===== config.mk =====
export PLATFORM = sky130hd
export DESIGN_NAME = uart_irq_agg
export DESIGN_NICKNAME = d
export VERILOG_FILES = /design/src/rtl/uart_irq_pkg.sv /design/src/rtl/uart_irq_ctrl.sv /design/src/rtl/uart_irq_dp.sv /design/src/rtl/uart_irq_agg.sv
export SDC_FILE = /design/constraint.sdc
export NUM_CORES = 1
export LEC_CHECK = 0
export ABC_AREA = 1
export BUFFER_PORTS_ARGS = -buffer_cell sky130_fd_sc_hd__buf_2
export CAP_MARGIN = 20
export CORE_UTILIZATION = 48
export DETAILED_ROUTE_END_ITERATION = 8
export PLACE_DENSITY = 0.8
export SYNTH_ARGS = -nofsm -noshare
export SYNTH_HDL_FRONTEND = slang
export SYNTH_SLANG_ARGS = --single-unit

===== constraint.sdc =====
create_clock -name clk -period 1.2 [get_ports clk]
set_input_delay 0.3 -clock clk [delete_from_list [all_inputs] [get_ports clk]]
set_output_delay 0.3 -clock clk [all_outputs]
set_load 0.005 [all_outputs]

===== src/rtl/uart_irq_pkg.sv =====
package uart_irq_pkg;
  localparam int CH_COUNT   = 8;
  localparam int SRC_COUNT  = 7;
  localparam int CODE_BITS  = 3;

  // source slot order in the pending vector = priority order (slot 0 highest)
  typedef enum logic [CODE_BITS-1:0] {
    CODE_NONE  = 3'b000,
    CODE_LINE  = 3'b001,
    CODE_RXD   = 3'b010,
    CODE_RXTO  = 3'b011,
    CODE_TXE   = 3'b100,
    CODE_MODEM = 3'b101,
    CODE_DEV   = 3'b110,
    CODE_WAKE  = 3'b111
  } irq_code_e;

  typedef struct packed {
    logic devSet;
    logic wakeSet;
    logic wakeClr;
  } ctrl_strobe_t;

  function automatic logic [CODE_BITS-1:0] prioCode(input logic [SRC_COUNT-1:0] pend);
    logic [CODE_BITS-1:0] c;
    c = '0;
    for (int s = SRC_COUNT - 1; s >= 0; s--) begin
      if (pend[s]) c = CODE_BITS'(s + 1);
    end
    return c;
  endfunction
endpackage


===== src/rtl/uart_irq_ctrl.sv =====
module uart_irq_ctrl
  import uart_irq_pkg::*;
#(
  parameter int NUM_CH = CH_COUNT
) (
  input  logic              timerReq,
  input  logic              gpioReq,
  input  logic [NUM_CH-1:0] chanAsleep,
  input  logic              wakeEvent,
  input  logic [NUM_CH-1:0] srcAck,
  output ctrl_strobe_t      strb,
  output logic [NUM_CH-1:0] chanClr
);
  always_comb begin
    strb.devSet  = timerReq | gpioReq;
    // wake only counts when every channel is asleep
    strb.wakeSet = wakeEvent & (&chanAsleep);
    strb.wakeClr = srcAck[0];
    chanClr      = srcAck;
  end
endmodule


===== src/rtl/uart_irq_dp.sv =====
module uart_irq_dp
  import uart_irq_pkg::*;
#(
  parameter int NUM_CH  = CH_COUNT,
  parameter int NUM_SRC = SRC_COUNT,
  parameter int CODE_W  = CODE_BITS,
  localparam int STATUS_W = NUM_CH + NUM_CH * CODE_W
) (
  input  logic                clk,
  input  logic                rstN,
  input  logic [NUM_CH-1:0]   lineStatReq,
  input  logic [NUM_CH-1:0]   rxDataReq,
  input  logic [NUM_CH-1:0]   rxTimeoutReq,
  input  logic [NUM_CH-1:0]   txEmptyReq,
  input  logic [NUM_CH-1:0]   modemReq,
  input  logic                wakeEvent,
  input  logic [NUM_CH-1:0]   chanAsleep,
  input  ctrl_strobe_t        strb,
  input  logic [NUM_CH-1:0]   chanClr,
  output logic [STATUS_W-1:0] intStatus,
  output logic                hostIrq
);
  logic [NUM_SRC-1:0] pend   [NUM_CH];
  logic [NUM_SRC-1:0] setVec [NUM_CH];
  logic [NUM_SRC-1:0] clrVec [NUM_CH];
  logic [CODE_W-1:0]  code   [NUM_CH];
  logic [NUM_CH-1:0]  summary;

  for (genvar n = 0; n < NUM_CH; n++) begin : g_ch
    if (n == 0) begin : g_dev
      assign setVec[n] = {strb.wakeSet, strb.devSet, modemReq[n], txEmptyReq[n],
                          rxTimeoutReq[n], rxDataReq[n], lineStatReq[n]};
      assign clrVec[n] = {strb.wakeClr, {(NUM_SRC-1){chanClr[n]}}};
    end else begin : g_plain
      assign setVec[n] = {2'b00, modemReq[n], txEmptyReq[n],
                          rxTimeoutReq[n], rxDataReq[n], lineStatReq[n]};
      assign clrVec[n] = {NUM_SRC{chanClr[n]}};
    end

    // acknowledge clears, a request present in the same cycle wins
    always_ff @(posedge clk) begin
      if (!rstN) pend[n] <= '0;
      else       pend[n] <= (pend[n] & ~clrVec[n]) | setVec[n];
    end

    assign code[n]    = prioCode(pend[n]);
    assign summary[n] = |pend[n];
    assign intStatus[n] = summary[n];
    assign intStatus[NUM_CH + CODE_W*n +: CODE_W] = code[n];


    line_top_chk: assert property (@(posedge clk) disable iff (!rstN)
      lineStatReq[n] |=> code[n] == CODE_W'(1));


    ack_clears_chk: assert property (@(posedge clk) disable iff (!rstN)
      (chanClr[n] && setVec[n] == '0) |=> code[n] == '0);


    summary_match_chk: assert property (@(posedge clk) disable iff (!rstN)
      intStatus[n] == (intStatus[NUM_CH + CODE_W*n +: CODE_W] != '0));
  end


  wake_gate_chk: assert property (@(posedge clk) disable iff (!rstN)
    $rose(code[0] == CODE_W'(7)) |-> $past(wakeEvent && (&chanAsleep)));

  always_ff @(posedge clk) begin
    if (!rstN) hostIrq <= 1'b0;
    else       hostIrq <= |summary;
  end


  irq_origin_chk: assert property (@(posedge clk) disable iff (!rstN)
    $rose(hostIrq) |-> $past(intStatus[NUM_CH-1:0] != '0));
endmodule


===== src/rtl/uart_irq_agg.sv =====
module uart_irq_agg
  import uart_irq_pkg::*;
#(
  parameter int NUM_CH  = CH_COUNT,
  parameter int NUM_SRC = SRC_COUNT,
  parameter int CODE_W  = CODE_BITS,
  localparam int STATUS_W = NUM_CH + NUM_CH * CODE_W
) (
  input  logic                clk,
  input  logic                rstN,
  input  logic [NUM_CH-1:0]   lineStatReq,
  input  logic [NUM_CH-1:0]   rxDataReq,
  input  logic [NUM_CH-1:0]   rxTimeoutReq,
  input  logic [NUM_CH-1:0]   txEmptyReq,
  input  logic [NUM_CH-1:0]   modemReq,
  input  logic                timerReq,
  input  logic                gpioReq,
  input  logic [NUM_CH-1:0]   chanAsleep,
  input  logic                wakeEvent,
  input  logic [NUM_CH-1:0]   srcAck,
  output logic [STATUS_W-1:0] intStatus,
  output logic                hostIrq
);
  ctrl_strobe_t      strb;
  logic [NUM_CH-1:0] chanClr;

  uart_irq_ctrl #(.NUM_CH(NUM_CH)) u_ctrl (
    .timerReq  (timerReq),
    .gpioReq   (gpioReq),
    .chanAsleep(chanAsleep),
    .wakeEvent (wakeEvent),
    .srcAck    (srcAck),
    .strb      (strb),
    .chanClr   (chanClr)
  );

  uart_irq_dp #(.NUM_CH(NUM_CH), .NUM_SRC(NUM_SRC), .CODE_W(CODE_W)) u_dp (
    .clk         (clk),
    .rstN        (rstN),
    .lineStatReq (lineStatReq),
    .rxDataReq   (rxDataReq),
    .rxTimeoutReq(rxTimeoutReq),
    .txEmptyReq  (txEmptyReq),
    .modemReq    (modemReq),
    .wakeEvent   (wakeEvent),
    .chanAsleep  (chanAsleep),
    .strb        (strb),
    .chanClr     (chanClr),
    .intStatus   (intStatus),
    .hostIrq     (hostIrq)
  );
endmodule


==> results of run 1 <==
-- logic make-up after synthesis --
kind of cell	Yosys count	share of synthesized area, %
AND/OR/NAND/NOR	147	26.9
AO/OA/AOI/OAI	78	16.8
flip-flops	57	47.3
buffers and inverters	48	9.02
-- layout make-up --
class | instances | area [um^2]
multi-input combinational | 225 | 1330
sequential | 57 | 1210
fill | 326 | 926
timing repair buffer | 141 | 861
clock buffer | 14 | 173
inverter | 43 | 166
tap | 67 | 83.8
clock inverter | 2 | 35.0
-- registers in the layout, indices dropped and copies added, names as in the netlist --
name,cells
u_dp.hostIrq,1
u_dp.pend,56
-- cell usage in the layout, fill, tap and decap left out, drive strengths merged --
master / instances
nand4: 1
o21ai: 12
clkinv: 1
inv: 43
nor3: 11
nor2: 88
a21oi: 64
buf: 141
nor4: 4
clkbuf: 14
bufinv: 1
dfxtp: 57
nand2: 36
nand3: 7
o21bai: 1
a31oi: 1
-- how the worst min path moves through the flow --
stage                            endpoint                       start
3_5_place_dp   u_dp.pend[3][6]$_SDFF_PN0_  u_dp.pend[3][6]$_SDFF_PN0_
6_report       u_dp.pend[1][6]$_SDFF_PN0_                   srcAck[1]
3_3_place_gp   u_dp.pend[3][6]$_SDFF_PN0_  u_dp.pend[3][6]$_SDFF_PN0_
2_1_floorplan  u_dp.pend[2][5]$_SDFF_PN0_                   srcAck[2]
4_1_cts        u_dp.pend[1][6]$_SDFF_PN0_                   srcAck[1]
5_1_grt        u_dp.pend[5][6]$_SDFF_PN0_                   srcAck[5]
-- power breakdown --
group          switching [uW]  leakage, uW  total [uW]  internal, uW
clock network             734     0.000107        1860          1130
registers                 114     0.000488        2100          1990
logic                     416      0.00120         838           421
-- per-layer routing --
metal  global-route usage [%]  vias to the layer above  wire, um
met5                        0                        -         0
met4                     17.4                        0       138
met3                     5.52                       22       388
met2                     50.2                      113      3910
met1                     29.4                     1244      3000
li1                         -                     1363         -
-- per-stage QoR --
step                      setup WS [ns]  TNS (ns)  area [um^2]
after floorplan                   0.145         0         2410
after global placement         -0.00849  -0.00912         2980
after detailed placement        -0.0205   -0.0205         2980
after CTS                        -0.325     -8.26         3650
after global routing             -0.389    -10.90         3860
final                            -0.337     -9.05         3860
-- timing repair --
action / 4_1_cts / 5_1_grt
resized for setup: 98 / 57
endpoints found under the setup margin: 32 / 33
hold buffers: 0 / 0
setup buffers: 36 / 6
pin swaps: 39 / 31
==> results.json, run 1 <==
{
  "crit_required_ns": 0.90,
  "grt_pass1_vias": 2616,
  "yosys-top-cells-area": "dfxtp_1 (47%), a21oi_1 (13%), nor2_1 (12%)",
  "clk_pin_slew_ns": 0.06,
  "holdWs_ns": 0.146,
  "r2r_slack_ns": -0.22,
  "final_nets": 538,
  "rsz0062_at_grt": "yes",
  "violations": "negative setup slack",
  "max_freq_mhz": 651,
  "slowest_stage": "dfxtp_2",
  "synth.distinct_cells": 17,
  "holdPathStages": 2,
  "powerDensity_mw_per_mm2": 1240,
  "dieArea_mm2": 0.00532,
  "syn-cell-area_mm2": 0.00241,
  "crit_chain": "nor2_4 -> inv_2 -> nor3_4 -> nand3_1 -> buf_2",
  "grt_pass1_wl_mm": 11.0,
  "total_power_uw": 4800,
  "syn2layout_area_growth_pct": 59.9,
  "fp.dieW_um": 72.9,
  "grt_max_degree": 35,
  "synth_most_common_cell": "nor2_1",
  "ios": 94,
  "max_cap_violations": 0,
  "diodes": 0,
  "rows": 25,
  "outcome": "complete, but fails checks",
  "r2r_end": "u_dp.hostIrq$_SDFF_PN0_",
  "finalHoldViolations": 0,
  "io_buffers": 93,
  "clock_sinks": 57,
  "syn-instance-count": 330,
  "critPathMaxStageDelay_ns": 0.34,
  "firstDrtPassIters": 4,
  "crit_fanout": 2,
  "avgRoutedWirePerCell_um": 13.6,
  "synth_area_leader_cell": "dfxtp_1",
  "yosys_most_used_dff": "dfxtp_1",
  "clockRootBuffer": "clkbuf_8",
  "finalCoreUtilization_pct": 80.7,
  "drt_iter0_drc": 156,
  "cts_tree": "yes",
  "ys_seq_elements": 57,
  "ys.warnings.count": 0,
  "rr_worst_depth": 10,
  "hold_class": "in2reg",
  "path_delay_family": "simple AND/OR/NAND/NOR gates",
  "cts_made_buffers": 9,
  "place_congestion": 0.856,
  "dp_cells": 493,
  "ir_drop_uv": 703,
  "ys_async_sr_fraction_pct": 0,
  "syn_nets": 391,
  "start_util_pct": 50.4,
  "maxSlewHeadroom_pct": 84.1,
  "num_vias": 2742,
  "seq_area_frac_synth_pct": 47.3,
  "setup_viol": 33,
  "crit_type": "reg2out",
  "ys_top_cells_by_count": "nor2_1 (77), a21oi_1 (61), dfxtp_1 (57)",
  "drc_errors": 0,
  "worst_pin_slew_ns": 0.239,
  "syn_area_per_cell_um2": 7.31,
  "fin_crit_ns": 1.54,
  "startpoint_type": "register",
  "ant_nets": 0,
  "cellLeakagePower_uw": 0.00179,
  "synth_top_area_share_pct": 47.3,
  "slew_viol_final": 0,
  "htreeDepth": 3,
  "gr-total-overflow": 0,
  "antenna_found_initial": 0,
  "path_depth": 5,
  "drt-total-wl_mm": 7.45,
  "dp_hpwl_mm": 4.07,
  "end_kind": "output pin",
  "core_area_mm2": 0.00479,
  "synth_edf_count": 0,
  "insertion_delay_ns": 0.34,
  "die_y_um": 72.9,
  "fin_ws_ns": -0.337,
  "clock_path_buffers": 2,
  "worstSetupStartpoint": "u_dp.pend[5][6]$_SDFF_PN0_",
  "finalNonFillerCells": 549,
  "finalCritPeriodShare_pct": 128,
  "r2r_start": "u_dp.pend[1][6]$_SDFF_PN0_",
  "path_buf_inv": 2,
  "grt_usage_pct": 27.7,
  "cp.arrival_ns": 1.24,
  "finalClockSkew_ns": 0.00420,
  "endpoint": "intStatus[5]",
  "drive_gt1_share_pct": 59.8,
  "vias_per_cell": 4.99
}
(Power assumes the default switching activity.)
==> run 2, diff against run 1 <==
Settings changed: CORE_ASPECT_RATIO set to 1.75, RECOVER_POWER set to 25.
==> run 2 against run 1 <==
  * The flow still finishes with violations (negative setup slack)
  * Clock skew is 0.0025 ns higher
  * Non-clock buffer count is 9 lower
  * Sequential power hardly changed
  * Clock-buffer cell count is 1 lower
  * Routed wire length is 8.5% lower
  * Die area is 0.21% higher
  * Critical endpoint unchanged
  * Highest routed layer unchanged
==> results.json, run 2 (synthesis gave the netlist of run 1 again) <==
{
  "io_buffers": 93,
  "hold_class": "in2reg",
  "r2r_slack_ns": -0.24,
  "dp_hpwl_mm": 4.15,
  "path_delay_family": "flip-flops",
  "syn2layout_area_growth_pct": 55.0,
  "grt_max_degree": 27,
  "diodes": 0,
  "path_buf_inv": 2,
  "crit_type": "reg2out",
  "drt_iter0_drc": 63,
  "finalHoldViolations": 0,
  "firstDrtPassIters": 4,
  "post-route-cell-area_mm2": 0.00374,
  "met1_usage_pct": 22.4,
  "total_power_uw": 4430,
  "rows": 33,
  "finalClockSkew_ns": 0.00669,
  "fin_crit_ns": 1.52,
  "finalNonFillerCells": 525,
  "globalRoute.busiestLayer": "met2",
  "ant_nets": 0,
  "place_congestion": 0.825,
  "core_area_mm2": 0.00475,
  "ir_drop_uv": 1260,
  "setup_viol": 33,
  "cts_made_buffers": 9,
  "cts-hold-fix-buffers": 0,
  "grt_pass1_vias": 2526,
  "holdPathStages": 2,
  "max_cap_violations": 0,
  "use_met2_pct": 48.0,
  "clock_path_buffers": 2,
  "crit_fanout": 2,
  "gr-usage-met3_pct": 5.38,
  "final_cell_mix": "buf_2 (93), nor2_1 (64), a21oi_1 (46)",
  "final_nets": 529,
  "fin_ws_ns": -0.325,
  "gr-total-overflow": 0,
  "die_y_um": 95.8,
  "powerDensity_mw_per_mm2": 1180,
  "final_common_cell": "buf_2",
  "largest_register": "u_dp.pend",
  "clk_pin_slew_ns": 0.07,
  "dp_cells": 476,
  "dieArea_mm2": 0.00533,
  "slowest_stage": "dfxtp_2",
  "violations": "negative setup slack",
  "largest_reg_flops": 56,
  "cp.arrival_ns": 1.22,
  "critPathMaxStageDelay_ns": 0.34,
  "cellLeakagePower_uw": 0.00173,
  "insertion_delay_ns": 0.33,
  "finalCoreUtilization_pct": 78.8,
  "end_kind": "output pin",
  "rr_worst_depth": 11,
  "vias_per_cell": 5.11,
  "crit_chain": "nor2_4 -> inv_2 -> nor3_4 -> nand3_1 -> buf_2",
  "crit_required_ns": 0.90,
  "grt_pass1_wl_mm": 10.1,
  "max_freq_mhz": 656,
  "top_regs": "u_dp.pend (56), u_dp.hostIrq (1)",
  "finalCritPeriodShare_pct": 127,
  "clock_sinks": 57,
  "antenna_found_initial": 0,
  "min_from": "srcAck[6]",
  "drt-total-wl_mm": 6.82,
  "clockRootBuffer": "clkbuf_8",
  "htreeDepth": 3,
  "rsz0062_at_grt": "yes",
  "num_vias": 2683,
  "cts_tree": "yes",
  "drc_errors": 0,
  "r2r_end": "u_dp.hostIrq$_SDFF_PN0_",
  "drive_gt1_share_pct": 59.4,
  "outcome": "complete, but fails checks",
  "maxSlewHeadroom_pct": 84.6,
  "placed_cell_area_mm2": 0.00296,
  "ios": 94,
  "fp.dieW_um": 55.6,
  "r2r_start": "u_dp.pend[5][5]$_SDFF_PN0_",
  "avgRoutedWirePerCell_um": 13.0,
  "start_util_pct": 50.8,
  "startpoint_type": "register",
  "holdPathEnd": "u_dp.pend[6][6]$_SDFF_PN0_",
  "fin_setup_tns_ns": -8.50,
  "slew_viol_final": 0,
  "grt_usage_pct": 24.0,
  "worst_pin_slew_ns": 0.229
}
run 2: cell count changes in the layout (fill, tap and decap cells not counted), sizes merged:
| cell | delta |
|---|---|
| buf | -9 |
| bufinv | -1 |
| clkbuf | -1 |
| clkinv | +2 |
run 2: how the worst max path moves through the flow:
stage	startpoint	endpoint	slack, ns	cells after the start
after floorplan	u_dp.pend[5][6]$_SDFF_PN0_	intStatus[5]	0.14	4
after global placement	u_dp.pend[5][6]$_SDFF_PN0_	intStatus[5]	-0.01	5
after detailed placement	u_dp.pend[5][6]$_SDFF_PN0_	intStatus[5]	-0.02	5
after CTS	u_dp.pend[4][4]$_SDFF_PN0_	intStatus[22]	-0.30	5
after global routing	u_dp.pend[1][3]$_SDFF_PN0_	intStatus[1]	-0.39	5
final	u_dp.pend[5][5]$_SDFF_PN0_	intStatus[5]	-0.32	5
run 2: cell type report:
type                            instances  area, um^2
Tap cell                               52        65.1
Multi-Input combinational cell        225        1310
Timing Repair Buffer                  132         798
Fill cell                             303        1010
Sequential cell                        57        1230
Clock inverter                          3        15.0
Clock buffer                           13         159
Inverter                               43         166
run 2: metal layers:
| metal | vias to the layer above | routed length [um] |
|---|---|---|
| met5 | - | 0 |
| met4 | 0 | 161 |
| met3 | 19 | 233 |
| met2 | 68 | 4000 |
| met1 | 1249 | 2430 |
| li1 | 1347 | - |
run 2: where the power goes:
group	leakage (uW)	total [uW]	switching, uW	internal [uW]
combinational	0.00115	779	383	395
sequential	0.000491	2090	112	1980
clock	0.0000932	1560	706	852
total	0.00173	4430	1200	3230
run 2: repair_timing:
item                                    in CTS  in global routing
endpoints found under the setup margin      32                 33
cloned                                       0                  0
gates resized for setup                     94                 64
setup buffers                               25                  8
hold endpoints to repair                     0                  0
pin swaps                                   31                 24
run 2: worst reg2reg max path, delay by kind of cell (launching register included):
kind / cells / cell delay (ns)
buf+inv: 5 / 0.47
simple gates: 5 / 0.45
flops: 1 / 0.34
compound gates: 1 / 0.06
run 2: through the flow:
stage,setup slack [ns],hold slack (ns)
2_1_floorplan,0.145,0.370
3_3_place_gp,-0.0136,0.435
3_5_place_dp,-0.0172,0.444
4_1_cts,-0.300,0.148
5_1_grt,-0.395,0.152
6_report,-0.325,0.155
==> run 3, diff against run 2 <==
Settings changed: CORE_UTILIZATION 48 to 50, CTS_BUF_LIST set to sky130_fd_sc_hd__clkbuf_4, PLACE_DENSITY 0.8 to 0.83.
==> run 3 against run 2 <==
  * The flow still finishes with violations (negative setup slack)
  * Combinational power up 7.6%
  * Sequential share of layout area down 0.34 points
  * Routed wire length up 4.4%
  * Clock power down 33%
  * Clock skew up 0.0073 ns
  * Global-route usage up 3.9 points
  * Non-clock buffer count down 1
  * Final cell count down 0.38%
  * Sequential cell count unchanged
  * Critical path depth down 1
  * Fmax down 12%
  * Critical path type unchanged
  * Largest cell class unchanged
==> results.json, run 3 (synthesis gave the netlist of run 1 again) <==
{
  "max_freq_mhz": 580,
  "final_common_cell": "buf_2",
  "dieArea_mm2": 0.00512,
  "gr-total-overflow": 0,
  "critPathMaxStageDelay_ns": 0.36,
  "ant_nets": 0,
  "violations": "negative setup slack",
  "path_delay_family": "compound AO/OA/AOI/OAI gates",
  "startpoint_type": "register",
  "fin_ws_ns": -0.526,
  "crit_required_ns": 0.90,
  "clockRootBuffer": "clkbuf_4",
  "drive_gt1_share_pct": 58.8,
  "firstDrtPassIters": 4,
  "total_power_uw": 3990,
  "dp_hpwl_mm": 4.30,
  "drt-total-wl_mm": 7.12,
  "clk_pin_slew_ns": 0.08,
  "place_congestion": 0.793,
  "top_regs": "u_dp.pend (56), u_dp.hostIrq (1)",
  "fin_setup_tns_ns": -11.56,
  "final_nets": 528,
  "largest_register": "u_dp.pend",
  "fp.dieW_um": 54.5,
  "rr_worst_depth": 9,
  "cts_made_buffers": 9,
  "cts_tree": "yes",
  "io_buffers": 93,
  "htreeDepth": 3,
  "powerDensity_mw_per_mm2": 1080,
  "crit_chain": "nor2_4 -> o21ai_1 -> a21oi_1 -> buf_2",
  "avgRoutedWirePerCell_um": 13.6,
  "hold_class": "in2reg",
  "fillerInstances": 321,
  "slew_viol_final": 0,
  "finalHoldViolations": 0,
  "syn2layout_area_growth_pct": 53.4,
  "drt_iter0_drc": 47,
  "path_buf_inv": 1,
  "maxSlewHeadroom_pct": 79.9,
  "rsz0062_at_grt": "yes",
  "grt_max_degree": 27,
  "ir_drop_uv": 1060,
  "fin_crit_ns": 1.73,
  "slowest_stage": "dfxtp_2",
  "die_y_um": 93.9,
  "max_cap_violations": 0,
  "worst_pin_slew_ns": 0.302,
  "insertion_delay_ns": 0.40,
  "core_area_mm2": 0.00467,
  "path_depth": 4,
  "crit_fanout": 3,
  "end_kind": "output pin",
  "cellLeakagePower_uw": 0.00172,
  "ios": 94,
  "num_vias": 2695,
  "holdWs_ns": 0.0920,
  "clock_path_buffers": 2,
  "finalClockSkew_ns": 0.0140,
  "cp.arrival_ns": 1.43,
  "vias_per_cell": 5.15,
  "setup_viol": 33,
  "largest_reg_flops": 56,
  "holdPathStages": 2,
  "rows": 33,
  "grt_usage_pct": 28.0,
  "cts-hold-fix-buffers": 0,
  "drc_errors": 0,
  "diodes": 0,
  "antenna_found_initial": 0,
  "grt_pass1_wl_mm": 10.2,
  "clock_sinks": 57,
  "outcome": "complete, but fails checks",
  "crit_type": "reg2out",
  "grt_pass1_vias": 2584,
  "finalCritPeriodShare_pct": 144,
  "final_cell_mix": "buf_2 (93), nor2_1 (60), a21oi_1 (49)",
  "start_util_pct": 51.7
}
-- run 3: final timing paths --
check                                           startpoint                    endpoint  slack, ns
worst max-delay path            u_dp.pend[6][4]$_SDFF_PN0_               intStatus[27]      -0.53
worst min register to register  u_dp.pend[1][6]$_SDFF_PN0_  u_dp.pend[1][6]$_SDFF_PN0_       0.49
worst min-delay path                             srcAck[7]  u_dp.pend[7][5]$_SDFF_PN0_       0.09
worst max register to register  u_dp.pend[3][6]$_SDFF_PN0_     u_dp.hostIrq$_SDFF_PN0_      -0.18
-- run 3: worst reg2reg max path, stage by stage, from the launching register on --
cell and delay (ns):
dfxtp_1 0.35, nor2_2 0.14, nand2_2 0.08, buf_4 0.14
buf_4 0.12, buf_4 0.12, nor2_2 0.09, nand2_1 0.06
nor2_2 0.12, a21oi_2 0.06
-- run 3: final cells by class --
class                           instances  area (um^2)  area share, %
Clock buffer                            9         67.6           1.82
Clock inverter                          6         26.3          0.709
Inverter                               43          164           4.43
Multi-Input combinational cell        225         1360           36.8
Sequential cell                        57         1210           32.6
Tap cell                               52         65.1           1.76
Timing Repair Buffer                  131          813           22.0
-- run 3: stage by stage --
step                      instance area, um^2  worst slack, ns  utilization, %  cells
after floorplan                          2410            0.145               -    330
after global placement                   2970         -0.00886            63.6    477
after detailed placement                 2970          -0.0259            63.6    477
after CTS                                3430           -0.396            73.5    519
after global routing                     3700           -0.546            79.4    523
final                                    3700           -0.526            79.4    523
-- run 3: power breakdown --
group	switching [uW]	internal [uW]	total (uW)
clock network	662	383	1040
registers	116	1990	2100
logic	417	421	838
total	1190	2790	3990
-- run 3: repair_timing --
action | CTS | global route
gates resized for setup | 90 | 81
pin swaps | 24 | 37
buffers inserted | 27 | 13
setup endpoints to repair | 32 | 33
-- run 3: metal layers --
layer / wire length (um) / vias to the layer above / GRT usage (%)
met4: 227 / 0 / 16.7
met3: 270 / 17 / 6.63
met5: 0 / - / 0
met1: 2430 / 1257 / 22.9
li1: - / 1343 / -
met2: 4190 / 78 / 54.1
